[config.mk]
export PLATFORM = sky130hd
export DESIGN_NAME = psr_top
export DESIGN_NICKNAME = d
export VERILOG_FILES = /design/src/rtl/psr_pkg.sv /design/src/rtl/psr_sync.sv /design/src/rtl/psr_edge.sv /design/src/rtl/psr_stages.sv /design/src/rtl/psr_top.sv
export SDC_FILE = /design/constraint.sdc
export NUM_CORES = 1
export LEC_CHECK = 0
export CAP_MARGIN = 10
export CORE_ASPECT_RATIO = 0.9
export CORE_MARGIN = 4
export CORE_UTILIZATION = 54
export CTS_CLUSTER_SIZE = 25
export DETAILED_ROUTE_END_ITERATION = 10
export PLACE_DENSITY = 0.76
export SKIP_LAST_GASP = 1
export SYNTH_ARGS = -nofsm -noshare
export SYNTH_HDL_FRONTEND = slang
export SYNTH_SLANG_ARGS = --single-unit
[constraint.sdc]
create_clock -name clk -period 2.1 [get_ports clk]
set_clock_uncertainty 0.15 [all_clocks]
set_input_delay 0.42 -clock clk [delete_from_list [all_inputs] [get_ports clk]]
set_output_delay 0.42 -clock clk [all_outputs]
set_load 0.1 [all_outputs]
[src/rtl/psr_pkg.sv]
package psr_pkg;

  typedef enum logic [1:0] {
    ACT_HOLD  = 2'd0,
    ACT_LOAD  = 2'd1,
    ACT_SHIFT = 2'd2
  } act_e;

  // OR of the two external clocks after synchronization
  function automatic logic merge_clocks(input logic a, input logic b);
    return a | b;
  endfunction

  // low-to-high change between two successive samples
  function automatic logic rose(input logic now_v, input logic prev_v);
    return now_v & ~prev_v;
  endfunction

  // load dominates; otherwise an edge shifts; otherwise hold
  function automatic act_e pick_action(input logic load_n_v, input logic edge_v);
    if (!load_n_v)   return ACT_LOAD;
    else if (edge_v) return ACT_SHIFT;
    else             return ACT_HOLD;
  endfunction

endpackage

[src/rtl/psr_sync.sv]
module psr_sync #(
  parameter int          W     = 12,
  parameter int          DEPTH = 2,
  parameter logic [W-1:0] RST_VAL = '0
) (
  input  logic         clk,
  input  logic         rst,
  input  logic [W-1:0] d,
  output logic [W-1:0] q
);

  logic [W-1:0] pipe [DEPTH];

  for (genvar i = 0; i < DEPTH; i++) begin : g_stage
    if (i == 0) begin : g_first
      always_ff @(posedge clk) begin
        if (rst) pipe[i] <= RST_VAL;
        else     pipe[i] <= d;
      end
    end else begin : g_next
      always_ff @(posedge clk) begin
        if (rst) pipe[i] <= RST_VAL;
        else     pipe[i] <= pipe[i-1];
      end
    end
  end

  assign q = pipe[DEPTH-1];

endmodule

[src/rtl/psr_edge.sv]
module psr_edge (
  input  logic clk,
  input  logic rst,
  input  logic clk_a_s,
  input  logic clk_b_s,
  output logic comb_now,
  output logic comb_prev
);
  import psr_pkg::*;

  assign comb_now = merge_clocks(clk_a_s, clk_b_s);

  // reset to 1 so that leaving reset never looks like a rising edge
  always_ff @(posedge clk) begin
    if (rst) comb_prev <= 1'b1;
    else     comb_prev <= comb_now;
  end

endmodule

[src/rtl/psr_stages.sv]
module psr_stages #(
  parameter int WIDTH = 8
) (
  input  logic              clk,
  input  logic              rst,
  input  psr_pkg::act_e     act,
  input  logic              ser,
  input  logic [WIDTH-1:0]  par,
  output logic [WIDTH-1:0]  stages
);
  import psr_pkg::*;

  function automatic logic [WIDTH-1:0] shift_in(input logic [WIDTH-1:0] v,
                                                input logic bit_in);
    return {v[WIDTH-2:0], bit_in};
  endfunction

  always_ff @(posedge clk) begin
    if (rst) begin
      stages <= '0;
    end else begin
      case (act)
        ACT_LOAD:  stages <= par;
        ACT_SHIFT: stages <= shift_in(stages, ser);
        default:   stages <= stages;
      endcase
    end
  end

endmodule

[src/rtl/psr_top.sv]
module psr_top #(
  parameter int WIDTH       = 8,
  parameter int SYNC_STAGES = 2
) (
  input  logic             clk,
  input  logic             rst,
  input  logic             clk_a,
  input  logic             clk_b,
  input  logic             load_n,
  input  logic             ser_in,
  input  logic [WIDTH-1:0] par_in,
  output logic             q_out,
  output logic             q_out_n
);
  import psr_pkg::*;

  localparam int BUS_W = WIDTH + 4;
  // clock bits and load reset high, data low
  localparam logic [BUS_W-1:0] BUS_RST = {3'b111, 1'b0, {WIDTH{1'b0}}};

  logic [BUS_W-1:0] bus_raw;
  logic [BUS_W-1:0] bus_s;
  logic             clk_a_s;
  logic             clk_b_s;
  logic             load_n_s;
  logic             ser_s;
  logic [WIDTH-1:0] par_s;

  logic             comb_now;
  logic             comb_prev;
  logic             edge_raw;
  act_e             act;
  logic             load_ev;
  logic             shift_ev;
  logic [WIDTH-1:0] stages;

  assign bus_raw = {clk_a, clk_b, load_n, ser_in, par_in};

  psr_sync #(
    .W      (BUS_W),
    .DEPTH  (SYNC_STAGES),
    .RST_VAL(BUS_RST)
  ) u_sync (
    .clk(clk),
    .rst(rst),
    .d  (bus_raw),
    .q  (bus_s)
  );

  assign clk_a_s  = bus_s[BUS_W-1];
  assign clk_b_s  = bus_s[BUS_W-2];
  assign load_n_s = bus_s[BUS_W-3];
  assign ser_s    = bus_s[BUS_W-4];
  assign par_s    = bus_s[WIDTH-1:0];

  psr_edge u_edge (
    .clk      (clk),
    .rst      (rst),
    .clk_a_s  (clk_a_s),
    .clk_b_s  (clk_b_s),
    .comb_now (comb_now),
    .comb_prev(comb_prev)
  );

  assign edge_raw = rose(comb_now, comb_prev);
  assign act      = pick_action(load_n_s, edge_raw);
  assign load_ev  = (act == ACT_LOAD);
  assign shift_ev = (act == ACT_SHIFT);

  psr_stages #(.WIDTH(WIDTH)) u_stages (
    .clk   (clk),
    .rst   (rst),
    .act   (act),
    .ser   (ser_s),
    .par   (par_s),
    .stages(stages)
  );

  assign q_out   = stages[WIDTH-1];
  assign q_out_n = ~stages[WIDTH-1];

endmodule

==> After elaboration in Yosys (flattened, before gate mapping) <==
Memory sizes are Yosys's and may differ from the RTL's.
Index checks and enable logic that the tools add are counted.
W data, S select, Z words.
{ "classes": {"n_eq_ne": 2, "n_bitwise": 6, "reduce_logical": 1, "mux": 8} }
{ "op_table": {"columns": ["op", "n"], "rows": [
  ["$mux W12", 2],
  ["$pmux W8 S2", 1],
  ["$mux W2", 2],
  ["$mux W1", 3],
  ["$or A1 B1 Y1", 3],
  ["$eq A2 B1 Y1 const B", 1],
  ["$eq A2 B2 Y1 const B", 1],
  ["$not A1 Y1", 2],
  ["$reduce_bool A2 Y1", 1],
  ["$and A1 B1 Y1", 1]
]} }
{ "totals": {"inputBits": 14, "out_inout_bits": 2, "regBits": 9, "n_memories": 1, "ram_bits": 24} }
{ "memory_table": {"columns": ["name", "depth", "width", "read_ports", "rd_ports_with_merged_regs", "wr", "line", "rtl"], "rows": [
  ["u_sync.pipe", 2, 12, 2, 0, 2, "psr_sync.sv:12", "logic [W-1:0] pipe [DEPTH];"]
]} }

==> Logic depth before layout (Yosys ltp) <==
Gate-level depths: netlist (run 1).
{ "logic_depth": {"ltp_word": 6, "ltp_mapped": 4, "ltp_nobuf": 3} }

==> By module <==
A second synthesis (run 1) with hierarchy kept.
{ "unflattened": {"cells_unflattened": 93, "area_unflattened_um2": 1087.3} }
{ "modules_own_cells": {"columns": ["mod", "area_per_inst_um2", "cells_per_inst", "n_inst"], "rows": [
  ["psr_sync", 649.4, 50, 1],
  ["psr_stages", 389.1, 37, 1],
  ["psr_edge", 32.5, 3, 1],
  ["psr_top", 16.3, 3, 1]
]} }

==> Least setup slack after synthesis (run 1) <==
Ideal clock, no wire load.
{ "synth_timing": {"path_kind": "register -> output", "startpoint": "register u_stages.stages[7]", "endpoint": "output port q_out_n", "t_arrival_ps": 1632, "required_time_ps": 1530, "slack_ps": -102, "path_stages_with_launch": 2, "path_cell_list": "dfxtp_1 -> inv_1"} }
{ "synth_between": {"elab_chain_cells": 1} }
{ "synth_rtl": {"columns": ["element", "line", "rtl"], "rows": [
  ["start: declaration", "psr_stages.sv:9", "output logic [WIDTH-1:0] stages"],
  ["start signal: assignment", "psr_stages.sv:23", "ACT_LOAD: stages <= par;"],
  ["start signal: assignment", "psr_stages.sv:24", "ACT_SHIFT: stages <= shift_in(stages, ser);"],
  ["start signal: assignment", "psr_stages.sv:25", "default: stages <= stages;"],
  ["$not A1 Y1", "psr_top.sv:80", "assign q_out_n = ~stages[WIDTH-1];"],
  ["end: declaration", "psr_top.sv:13", "output logic q_out_n"]
]} }
Every way passes these cells.

==> Worst setup path after layout (run 1) <==
Ends and elaborated chain as after synthesis.

==> results of run 1 <==
power groups by stage:
| stage | sequential, mW | combinational (mW) | clock [mW] |
|---|---|---|---|
| detailed placement | 0.683 | 0.0844 | 0 |
| global placement | 0.682 | 0.0819 | 0 |
| global route | 0.672 | 0.0905 | 0.356 |
| finish | 0.668 | 0.0836 | 0.310 |
| floorplan | 0.684 | 0.0424 | 0 |
| CTS | 0.668 | 0.0845 | 0.321 |
per-layer routing:
| layer | global-route usage, % | wire [µm] | up-vias |
|---|---|---|---|
| li1 | - | - | 357 |
| met1 | 13.3 | 624 | 305 |
| met2 | 16.9 | 634 | 19 |
| met3 | 7.23 | 118 | 3 |
| met4 | 4.98 | 13 | 0 |
| met5 | 0 | 0 | - |
worst max-delay path by stage:
| stage | from | end | slack [ns] | cells past startpoint |
|---|---|---|---|---|
| 6_report | u_stages.stages[7]$_SDFFE_PP0P_ | q_out_n | 0.53 | 2 |
| 5_1_grt | u_stages.stages[7]$_SDFFE_PP0P_ | q_out_n | 0.48 | 2 |
| 4_1_cts | u_stages.stages[7]$_SDFFE_PP0P_ | q_out_n | 0.52 | 2 |
| 3_5_place_dp | rst | u_sync.pipe[1][9]$_SDFF_PP1_ | 0.47 | 3 |
| 3_3_place_gp | rst | u_sync.pipe[1][9]$_SDFF_PP1_ | 0.49 | 3 |
| 2_1_floorplan | u_stages.stages[7]$_SDFFE_PP0P_ | q_out_n | 0.25 | 1 |
kinds of logic (layout without fill, tap and decap cells):
kind of cell / count (synthesis) / in the layout / synth area share [%]
AND/OR/NAND/NOR: 49 / 49 / 23.9
flip-flops: 33 / 33 / 63.6
AO/OA/AOI/OAI: 10 / 10 / 8.80
buffers and inverters: 7 / 26 / 3.73
metrics by stage:
step           std cells  hold WS (ns)  area [µm²]  setup slack (ns)  utilization [%]
3_5_place_dp         134         0.246        1220             0.469             69.9
5_1_grt              142         0.283        1270             0.478             72.6
2_1_floorplan         99         0.239        1040             0.255                -
6_report             142         0.265        1270             0.533             72.6
3_3_place_gp         134         0.242        1220             0.490             69.9
4_1_cts              142         0.267        1270             0.517             72.6
registers in the layout, indices dropped and copies added (netlist names):
register          count
u_edge.comb_prev      1
u_stages.stages       8
u_sync.pipe          24
cell type report:
cell class	instances	area (µm²)	area share [%]
clock buffers	8	48.8	3.83
well taps	24	30.0	2.36
inverters	1	7.51	0.590
flip-flops and latches	33	662	52.0
multi-input cells	59	339	26.6
repair buffers	17	185	14.6
cells in the final DEF, fill, tap and decap left out, drive strengths merged:
cell           count
or2                6
or3                1
clkbuf             8
nor2b             18
nor2               8
clkdlybuf4s50     13
o21bai             1
a311oi             8
clkinvlp           1
dfxtp             33
o21ba              1
nand2             16
buf                4
worst reg2reg max path: cells and delay by family (launching register included):
family	cells	cell delay [ns]
simple gates	1	0.11
flops	1	0.31
compound gates	2	0.65
==> run_summary.xml, run 1 <==
<?xml version="1.0" encoding="UTF-8"?>
<metrics>
  <group name="die">
    <metric name="fp-row-count" unit="">14</metric>
    <metric name="floorplan.core_area" unit="µm²">1750</metric>
    <metric name="top_level_ports" unit="">16</metric>
    <metric name="design.die.area" unit="µm²">2690</metric>
    <metric name="floorplan.die.height" unit="µm">49.6</metric>
    <metric name="die_width" unit="µm">54.2</metric>
    <metric name="floorplan.initialDensity" unit="%">59.3</metric>
  </group>
  <group name="critical_path">
    <metric name="reg2reg_setup_slack" unit="ns">0.79</metric>
    <metric name="maximum_fanout_along_the_worst_path" unit="">3</metric>
    <metric name="worst_path_max_delay_cell" unit="">sky130_fd_sc_hd__dfxtp_2</metric>
    <metric name="path_delay_family" unit="">flip-flops</metric>
    <metric name="path_buf_inv" unit="">2</metric>
    <metric name="timing.critical_path.arrival" unit="ns">1.00</metric>
    <metric name="crit-reg2reg-capture" unit="">u_stages.stages[4]$_SDFFE_PP0P_</metric>
    <metric name="critPathKind" unit="">reg -&gt; out</metric>
    <metric name="cp_slowest_stage_delay" unit="ns">0.40</metric>
    <metric name="timing.critical_path.required" unit="ns">1.53</metric>
    <metric name="endpoint_kind" unit="">primary output</metric>
    <metric name="timing.reg2reg.worst_path_depth" unit="">3</metric>
    <metric name="crit-reg2reg-launch" unit="">u_edge.comb_prev$_SDFF_PP1_</metric>
    <metric name="startpoint_type" unit="">flip-flop</metric>
    <metric name="worstPathCellList" unit="">clkinvlp_4 -&gt; buf_12</metric>
  </group>
  <group name="timing">
    <metric name="final-max-slew-violation-count" unit="">0</metric>
    <metric name="part_of_the_cycle_the_worst_path_needs" unit="%">74.6</metric>
    <metric name="setup_tns" unit="ns">0</metric>
    <metric name="timing_worst_slew_pin_value" unit="ns">0.506</metric>
    <metric name="finalCriticalPeriod" unit="ns">1.57</metric>
    <metric name="timing.fmax" unit="MHz">638</metric>
    <metric name="grt_setup_unrepaired" unit="">no</metric>
    <metric name="finalSetupViolations" unit="">0</metric>
    <metric name="timing.max_slew.rel_slack" unit="%">66.2</metric>
    <metric name="hold_violations_final" unit="">0</metric>
  </group>
  <group name="grt">
    <metric name="vias_in_the_first_global_route" unit="">562</metric>
    <metric name="initial_antenna_violation_count" unit="">0</metric>
    <metric name="groute.usage.overall" unit="%">11.6</metric>
    <metric name="global_route.overflow_total" unit="">0</metric>
    <metric name="grt_pass1_wl" unit="mm">2.24</metric>
    <metric name="grt_start_max_net_pins" unit="">19</metric>
  </group>
  <group name="power_and_ir_drop">
    <metric name="power_density" unit="nW/µm²">834</metric>
    <metric name="maximum_vdd_drop" unit="µV">615</metric>
    <metric name="leakagePower" unit="nW">0.486</metric>
    <metric name="switching_power" unit="mW">0.225</metric>
    <metric name="seq_power_share" unit="%">62.9</metric>
    <metric name="internal_power" unit="mW">0.836</metric>
    <metric name="p_sw_share" unit="%">21.2</metric>
    <metric name="comb_power_share" unit="%">7.9</metric>
    <metric name="pnr_total_power" unit="mW">1.06</metric>
    <metric name="p_clk_share" unit="%">29.2</metric>
  </group>
  <group name="hold_path">
    <metric name="timing.hold.worst.class" unit="">reg -&gt; reg</metric>
    <metric name="timing.hold.worst.start" unit="">u_sync.pipe[0][10]$_SDFF_PP1_</metric>
    <metric name="hold-path-cell-count" unit="">1</metric>
    <metric name="whs_endpoint" unit="">u_sync.pipe[1][10]$_SDFF_PP1_</metric>
  </group>
  <group name="place">
    <metric name="globalplace.congestion" unit="">0.712</metric>
    <metric name="dp.final_hpwl" unit="µm">976</metric>
    <metric name="io_buffers" unit="">15</metric>
  </group>
  <group name="logic_synthesis">
    <metric name="syn_inst" unit="">99</metric>
    <metric name="ys_dominant_reg_cell" unit="">sky130_fd_sc_hd__dfxtp_1</metric>
    <metric name="postSynth.asyncResetShare" unit="%">0</metric>
    <metric name="synth.ff_latch_count" unit="">33</metric>
    <metric name="mappedNetlistNets" unit="">113</metric>
    <metric name="synth_top_area_cell" unit="">sky130_fd_sc_hd__dfxtp_1</metric>
    <metric name="yosysUniqueCellTypes" unit="">14</metric>
    <metric name="synth_area_per_cell" unit="µm²">10.5</metric>
    <metric name="synth.top_cells.by_area" unit="">sky130_fd_sc_hd__dfxtp_1, sky130_fd_sc_hd__nor2b_1, sky130_fd_sc_hd__a311oi_1</metric>
    <metric name="synth.yosys.warnings" unit="">0</metric>
    <metric name="yosysMostFrequentCell" unit="">sky130_fd_sc_hd__dfxtp_1</metric>
    <metric name="post_synth_most_frequent_cells" unit="">sky130_fd_sc_hd__dfxtp_1, sky130_fd_sc_hd__nor2b_1, sky130_fd_sc_hd__nand2_1</metric>
    <metric name="yosysSeqAreaShare" unit="%">63.6</metric>
    <metric name="synth_enable_flop_cells" unit="">0</metric>
    <metric name="yosys.area.top_type_share" unit="%">63.6</metric>
    <metric name="mappedNetlistArea" unit="µm²">1040</metric>
  </group>
  <group name="run_status">
    <metric name="outcome" unit="">finished, final reports clean</metric>
  </group>
  <group name="clock_network">
    <metric name="cts-resized-gates" unit="">0</metric>
    <metric name="clock_latency" unit="ns">0.31</metric>
    <metric name="ctsRootBufferMaster" unit="">sky130_fd_sc_hd__clkbuf_4</metric>
    <metric name="cts-root-to-sink-buffers" unit="">2</metric>
    <metric name="tritoncts" unit="">done</metric>
    <metric name="post_cts_buffers" unit="">0</metric>
    <metric name="number_of_levels_in_the_clock_h_tree" unit="">2</metric>
    <metric name="numCtsBuffers" unit="">5</metric>
    <metric name="path_clk_slew" unit="ns">0.09</metric>
    <metric name="cts-hold-fix-buffers" unit="">0</metric>
    <metric name="clkSinkCount" unit="">33</metric>
  </group>
  <group name="finish">
    <metric name="nets" unit="">131</metric>
    <metric name="layout-drive-gt1-share" unit="%">16.1</metric>
    <metric name="layout-area-overhead-vs-synth" unit="%">22.5</metric>
    <metric name="num-fill-cells" unit="">144</metric>
    <metric name="antenna_cells_inserted" unit="">0</metric>
  </group>
  <group name="drt">
    <metric name="route.final.wire_length" unit="mm">1.39</metric>
    <metric name="detailroute.via_count" unit="">684</metric>
    <metric name="drt_antenna_net_count" unit="">0</metric>
    <metric name="via_per_inst" unit="">4.82</metric>
    <metric name="drt_iter0_markers" unit="">8</metric>
    <metric name="drcViolationCount" unit="">0</metric>
    <metric name="drt_first_pass_iters" unit="">4</metric>
    <metric name="wl_per_cell" unit="µm">9.80</metric>
  </group>
  <group name="flow_run">
    <metric name="timing.max_cap.violations" unit="">0</metric>
  </group>
</metrics>
Note: power is estimated with default switching activity, not from simulation.
==> run 2: changes to the inputs <==
Settings changed: CORE_UTILIZATION 54 to 50, PLACE_DENSITY 0.76 to 0.71.
Clock period 2.1 ns to 1.65 ns, I/O delays scaled along.
==> run 2 against run 1 <==
Net effect: critical path depth stayed put; combinational power is 29% higher; sequential power increased by 27%; clock-buffer cell count did not move; critical endpoint unchanged; worst setup slack got worse by 0.33 ns.
==> run_summary.xml, run 2 (synthesis results as in run 1) <==
<?xml version="1.0" encoding="UTF-8"?>
<metrics>
  <group name="critical_path">
    <metric name="startpoint_type" unit="">flip-flop</metric>
    <metric name="timing.critical_path.arrival" unit="ns">0.97</metric>
    <metric name="critPathKind" unit="">reg -&gt; out</metric>
    <metric name="endpoint_kind" unit="">primary output</metric>
    <metric name="maximum_fanout_along_the_worst_path" unit="">3</metric>
    <metric name="timing.critical_path.required" unit="ns">1.17</metric>
    <metric name="timing.reg2reg.worst_path_depth" unit="">3</metric>
  </group>
  <group name="grt">
    <metric name="groute.usage.overall" unit="%">12.7</metric>
    <metric name="global_route.overflow_total" unit="">0</metric>
    <metric name="grt_pass1_wl" unit="mm">2.73</metric>
    <metric name="initial_antenna_violation_count" unit="">0</metric>
    <metric name="vias_in_the_first_global_route" unit="">658</metric>
    <metric name="grt_start_max_net_pins" unit="">17</metric>
  </group>
  <group name="die">
    <metric name="floorplan.initialDensity" unit="%">53.2</metric>
    <metric name="top_level_ports" unit="">16</metric>
    <metric name="floorplan.die.height" unit="µm">51.2</metric>
    <metric name="design.die.area" unit="µm²">2870</metric>
    <metric name="die_width" unit="µm">56.0</metric>
    <metric name="fp-row-count" unit="">15</metric>
    <metric name="floorplan.core_area" unit="µm²">1950</metric>
  </group>
  <group name="drt">
    <metric name="via_per_inst" unit="">4.52</metric>
    <metric name="detailroute.via_count" unit="">651</metric>
    <metric name="drt_first_pass_iters" unit="">3</metric>
    <metric name="drt_iter0_markers" unit="">7</metric>
    <metric name="wl_per_cell" unit="µm">10.2</metric>
    <metric name="route.final.wire_length" unit="mm">1.47</metric>
    <metric name="drt_antenna_net_count" unit="">0</metric>
    <metric name="drcViolationCount" unit="">0</metric>
  </group>
  <group name="finish">
    <metric name="layout-area-overhead-vs-synth" unit="%">26.6</metric>
    <metric name="nets" unit="">132</metric>
    <metric name="final_cell_mix" unit="">sky130_fd_sc_hd__dfxtp_1, sky130_fd_sc_hd__nor2b_1, sky130_fd_sc_hd__nand2_1</metric>
    <metric name="antenna_cells_inserted" unit="">0</metric>
    <metric name="post-route-util" unit="%">67.4</metric>
    <metric name="instances_no_fill" unit="">144</metric>
    <metric name="postLayoutCellArea" unit="µm²">1320</metric>
    <metric name="largest_registers" unit="">u_sync.pipe x24, u_stages.stages x8, u_edge.comb_prev x1</metric>
    <metric name="num-fill-cells" unit="">159</metric>
    <metric name="commonest_non_fill_non_tap_cell_in_the_layout" unit="">sky130_fd_sc_hd__dfxtp_1</metric>
    <metric name="multi_input_area" unit="µm²">339</metric>
    <metric name="top_register" unit="">u_sync.pipe</metric>
    <metric name="largest_register_ff_count" unit="">24</metric>
    <metric name="regArea" unit="µm²">664</metric>
    <metric name="layout-drive-gt1-share" unit="%">18.5</metric>
  </group>
  <group name="power_and_ir_drop">
    <metric name="power_density" unit="nW/µm²">1140</metric>
    <metric name="leakagePower" unit="nW">0.508</metric>
    <metric name="maximum_vdd_drop" unit="µV">659</metric>
    <metric name="pnr_total_power" unit="mW">1.50</metric>
  </group>
  <group name="timing">
    <metric name="finalCriticalPeriod" unit="ns">1.45</metric>
    <metric name="timing.max_slew.rel_slack" unit="%">65.3</metric>
    <metric name="grt_setup_unrepaired" unit="">no</metric>
    <metric name="timing.fmax" unit="MHz">691</metric>
    <metric name="part_of_the_cycle_the_worst_path_needs" unit="%">87.7</metric>
    <metric name="final-max-slew-violation-count" unit="">0</metric>
    <metric name="setup_tns" unit="ns">0</metric>
    <metric name="finalSetupViolations" unit="">0</metric>
    <metric name="timing_worst_slew_pin_value" unit="ns">0.520</metric>
    <metric name="hold_violations_final" unit="">0</metric>
  </group>
  <group name="clock_network">
    <metric name="clkSinkCount" unit="">33</metric>
    <metric name="numCtsBuffers" unit="">5</metric>
    <metric name="clock_latency" unit="ns">0.32</metric>
    <metric name="cts-hold-fix-buffers" unit="">0</metric>
    <metric name="path_clk_slew" unit="ns">0.09</metric>
    <metric name="cts-root-to-sink-buffers" unit="">2</metric>
    <metric name="ctsRootBufferMaster" unit="">sky130_fd_sc_hd__clkbuf_4</metric>
    <metric name="tritoncts" unit="">done</metric>
    <metric name="number_of_levels_in_the_clock_h_tree" unit="">2</metric>
    <metric name="post_cts_buffers" unit="">0</metric>
    <metric name="cts-resized-gates" unit="">0</metric>
  </group>
  <group name="place">
    <metric name="post_dp_cell_area" unit="µm²">1230</metric>
    <metric name="dp.final_hpwl" unit="mm">1.07</metric>
    <metric name="globalplace.congestion" unit="">0.695</metric>
    <metric name="place.detailed.instances" unit="">136</metric>
    <metric name="io_buffers" unit="">15</metric>
  </group>
  <group name="hold_path">
    <metric name="hold-path-cell-count" unit="">1</metric>
    <metric name="timing.hold.worst.class" unit="">reg -&gt; reg</metric>
  </group>
  <group name="run_status">
    <metric name="outcome" unit="">finished, final reports clean</metric>
  </group>
  <group name="flow_run">
    <metric name="timing.max_cap.violations" unit="">0</metric>
  </group>
</metrics>
## run 2: cell types whose count changed in the layout (fill, tap and decap cells not counted)
cell	change
sky130_fd_sc_hd__clkbuf_1	-2
sky130_fd_sc_hd__buf_4	+1
sky130_fd_sc_hd__clkbuf_16	+1
sky130_fd_sc_hd__clkbuf_8	+1
sky130_fd_sc_hd__dfxtp_2	-1
sky130_fd_sc_hd__dfxtp_4	+1
## run 2: where the power goes
| part | leakage [nW] | switching, mW | internal (mW) |
|---|---|---|---|
| Combinational | 0.191 | 0.0450 | 0.0629 |
| Sequential | 0.273 | 0.0174 | 0.833 |
| Clock | 0.0437 | 0.244 | 0.301 |
| Total | 0.508 | 0.306 | 1.20 |
## run 2: layout make-up
| cell class | count | share of cell area [%] |
|---|---|---|
| Clock buffer | 8 | 6.09 |
| Inverter | 1 | 0.571 |
| Multi-Input combinational cell | 59 | 25.8 |
| Sequential cell | 33 | 50.5 |
| Tap cell | 25 | 2.38 |
| Timing Repair Buffer | 18 | 14.7 |
## run 2: stage by stage
stage,worst slack [ns],hold WS [ns]
after floorplan,0.137,0.239
after global placement,0.136,0.242
after detailed placement,0.109,0.255
after CTS,0.184,0.278
after global routing,0.170,0.294
final,0.204,0.274
## run 2: final timing paths
path,from,to,slack (ns)
max reg2reg,u_sync.pipe[1][10]$_SDFF_PP1_,u_stages.stages[5]$_SDFFE_PP0P_,0.34
max,u_stages.stages[7]$_SDFFE_PP0P_,q_out_n,0.20
min reg2reg,u_sync.pipe[0][11]$_SDFF_PP1_,u_sync.pipe[1][11]$_SDFF_PP1_,0.27
min,u_sync.pipe[0][11]$_SDFF_PP1_,u_sync.pipe[1][11]$_SDFF_PP1_,0.27
## run 2: critical path, stage by stage (launching register included)
cell and delay [ns]:
sky130_fd_sc_hd__dfxtp_4 0.39, sky130_fd_sc_hd__clkinvlp_4 0.10, sky130_fd_sc_hd__buf_12 0.17
## run 2: routing by layer
layer  GRT usage [%]  part of all wire, %
met1            13.7                   47
met2            20.6                   45
met3            5.30                  6.9
met4            8.30                  1.6
met5               0                    0
==> run 3: changes to the inputs <==
Settings changed: CORE_MARGIN 4 to 5, GPL_TIMING_DRIVEN set to 0, PLACE_DENSITY 0.71 to 0.78.
==> run 3 against run 2 <==
Net effect: worst hold slack got worse by 0.0068 ns; global-route usage is 0.28 points higher; critical path depth shrank 1; sequential cell count unchanged; critical path type unchanged; largest power group unchanged; highest routed layer unchanged.
==> run_summary.xml, run 3 (synthesis results as in run 1) <==
<?xml version="1.0" encoding="UTF-8"?>
<metrics>
  <group name="drt">
    <metric name="drcViolationCount" unit="">0</metric>
    <metric name="wl_per_cell" unit="µm">11.0</metric>
    <metric name="drt_first_pass_iters" unit="">4</metric>
    <metric name="drt_iter0_markers" unit="">4</metric>
    <metric name="via_per_inst" unit="">4.86</metric>
    <metric name="drt_antenna_net_count" unit="">0</metric>
    <metric name="detailroute.via_count" unit="">709</metric>
    <metric name="route.final.wire_length" unit="mm">1.60</metric>
  </group>
  <group name="timing">
    <metric name="grt_setup_unrepaired" unit="">no</metric>
    <metric name="hold_violations_final" unit="">0</metric>
    <metric name="part_of_the_cycle_the_worst_path_needs" unit="%">95.9</metric>
    <metric name="final-max-slew-violation-count" unit="">0</metric>
    <metric name="finalSetupViolations" unit="">0</metric>
    <metric name="setup_tns" unit="ns">0</metric>
    <metric name="timing.fmax" unit="MHz">632</metric>
    <metric name="final.hold.worst_slack" unit="ns">0.268</metric>
    <metric name="finalCriticalPeriod" unit="ns">1.58</metric>
    <metric name="timing_worst_slew_pin_value" unit="ns">0.485</metric>
    <metric name="timing.max_slew.rel_slack" unit="%">67.9</metric>
  </group>
  <group name="die">
    <metric name="floorplan.initialDensity" unit="%">53.2</metric>
    <metric name="design.die.area" unit="µm²">3090</metric>
    <metric name="floorplan.die.height" unit="µm">53.2</metric>
    <metric name="top_level_ports" unit="">16</metric>
    <metric name="die_width" unit="µm">58.0</metric>
    <metric name="fp-row-count" unit="">15</metric>
    <metric name="floorplan.core_area" unit="µm²">1950</metric>
  </group>
  <group name="grt">
    <metric name="grt_pass1_wl" unit="mm">2.85</metric>
    <metric name="vias_in_the_first_global_route" unit="">700</metric>
    <metric name="global_route.overflow_total" unit="">0</metric>
    <metric name="groute.usage.overall" unit="%">13.0</metric>
    <metric name="grt_start_max_net_pins" unit="">11</metric>
    <metric name="initial_antenna_violation_count" unit="">0</metric>
  </group>
  <group name="critical_path">
    <metric name="path_delay_family" unit="">buffers and inverters</metric>
    <metric name="path_buf_inv" unit="">1</metric>
    <metric name="critPathKind" unit="">reg -&gt; out</metric>
    <metric name="endpoint_kind" unit="">primary output</metric>
    <metric name="worstPathCellList" unit="">buf_2</metric>
    <metric name="cp_slowest_stage_delay" unit="ns">0.42</metric>
    <metric name="timing.critical_path.arrival" unit="ns">1.10</metric>
    <metric name="timing.critical_path.required" unit="ns">1.17</metric>
    <metric name="worst_path_max_delay_cell" unit="">sky130_fd_sc_hd__buf_2</metric>
    <metric name="startpoint_type" unit="">flip-flop</metric>
    <metric name="maximum_fanout_along_the_worst_path" unit="">3</metric>
  </group>
  <group name="clock_network">
    <metric name="cts-hold-fix-buffers" unit="">0</metric>
    <metric name="cts-root-to-sink-buffers" unit="">2</metric>
    <metric name="path_clk_slew" unit="ns">0.09</metric>
    <metric name="ctsRootBufferMaster" unit="">sky130_fd_sc_hd__clkbuf_4</metric>
    <metric name="clkSinkCount" unit="">33</metric>
    <metric name="tritoncts" unit="">done</metric>
    <metric name="numCtsBuffers" unit="">5</metric>
    <metric name="clock_latency" unit="ns">0.31</metric>
    <metric name="number_of_levels_in_the_clock_h_tree" unit="">2</metric>
  </group>
  <group name="finish">
    <metric name="layout-drive-gt1-share" unit="%">17.4</metric>
    <metric name="layout-area-overhead-vs-synth" unit="%">22.8</metric>
    <metric name="top_register" unit="">u_sync.pipe</metric>
    <metric name="commonest_non_fill_non_tap_cell_in_the_layout" unit="">sky130_fd_sc_hd__dfxtp_1</metric>
    <metric name="nets" unit="">135</metric>
    <metric name="largest_register_ff_count" unit="">24</metric>
    <metric name="final_cell_mix" unit="">sky130_fd_sc_hd__dfxtp_1, sky130_fd_sc_hd__nor2b_1, sky130_fd_sc_hd__nand2_1</metric>
    <metric name="antenna_cells_inserted" unit="">0</metric>
    <metric name="largest_registers" unit="">u_sync.pipe x24, u_stages.stages x8, u_edge.comb_prev x1</metric>
  </group>
  <group name="power_and_ir_drop">
    <metric name="power_density" unit="nW/µm²">1080</metric>
    <metric name="maximum_vdd_drop" unit="µV">686</metric>
    <metric name="leakagePower" unit="nW">0.490</metric>
  </group>
  <group name="place">
    <metric name="dp.final_hpwl" unit="mm">1.13</metric>
    <metric name="io_buffers" unit="">15</metric>
    <metric name="globalplace.congestion" unit="">0.695</metric>
  </group>
  <group name="hold_path">
    <metric name="timing.hold.worst.class" unit="">reg -&gt; reg</metric>
  </group>
  <group name="run_status">
    <metric name="outcome" unit="">finished, final reports clean</metric>
  </group>
  <group name="flow_run">
    <metric name="timing.max_cap.violations" unit="">0</metric>
  </group>
</metrics>
## run 3: cell types whose count changed in the layout (fill, tap and decap cells not counted)
cell / previous run / this run
sky130_fd_sc_hd__buf_12: 2 / 0
sky130_fd_sc_hd__clkbuf_4: 5 / 7
sky130_fd_sc_hd__buf_4: 3 / 0
sky130_fd_sc_hd__buf_2: 0 / 1
sky130_fd_sc_hd__buf_6: 0 / 1
sky130_fd_sc_hd__clkbuf_1: 1 / 4
sky130_fd_sc_hd__clkbuf_16: 1 / 0
sky130_fd_sc_hd__clkbuf_2: 0 / 1
## run 3: path summary, 6_finish.rpt
check / start / endpoint / slack [ns] / cells after the start
setup reg to reg: u_sync.pipe[1][10]$_SDFF_PP1_ / u_stages.stages[1]$_SDFFE_PP0P_ / 0.38 / 3
setup / recovery: u_stages.stages[7]$_SDFFE_PP0P_ / q_out / 0.07 / 1
hold / removal: u_sync.pipe[0][11]$_SDFF_PP1_ / u_sync.pipe[1][11]$_SDFF_PP1_ / 0.27 / 1
hold reg to reg: u_sync.pipe[0][11]$_SDFF_PP1_ / u_sync.pipe[1][11]$_SDFF_PP1_ / 0.27 / 1
## run 3: layout make-up
type / count / area [µm²]
tap: 25 / 31.3
clock buffer: 7 / 55.1
timing repair buffer: 15 / 143
fill: 179 / 677
inverter: 1 / 7.51
buffer: 6 / 35.0
multi-input combinational: 59 / 339
sequential: 33 / 664
## run 3: power by group
part / internal, mW / switching, mW / leakage (nW)
clock: 0.201 / 0.227 / 0.0314
sequential: 0.832 / 0.0130 / 0.273
combinational: 0.0546 / 0.0504 / 0.186
## run 3: what timing repair did
item | 4_1_cts | 5_1_grt
pin swaps | 0 | 0
endpoints found under the setup margin | 2 | 1
resized for setup | 10 | 1
setup buffers | 0 | 0
## run 3: metal layers
metal,global-route usage (%),wire length [µm]
met4,7.72,21
met5,0,0
met1,14.0,732
met2,20.9,745
met3,6.10,104
## run 3: per-stage QoR
| step | total power, mW | std cells | worst slack [ns] | utilization (%) | instance area [µm²] |
|---|---|---|---|---|---|
| after floorplan | 0.923 | 99 | 0.137 | - | 1050 |
| after global placement | 0.967 | 139 | -0.328 | 62.9 | 1230 |
| after detailed placement | 0.972 | 139 | -0.330 | 62.9 | 1230 |
| after CTS | 1.39 | 146 | 0.0223 | 65.2 | 1270 |
| after global routing | 1.45 | 146 | 0.0151 | 65.3 | 1270 |
| final | 1.38 | 146 | 0.0673 | 65.3 | 1270 |
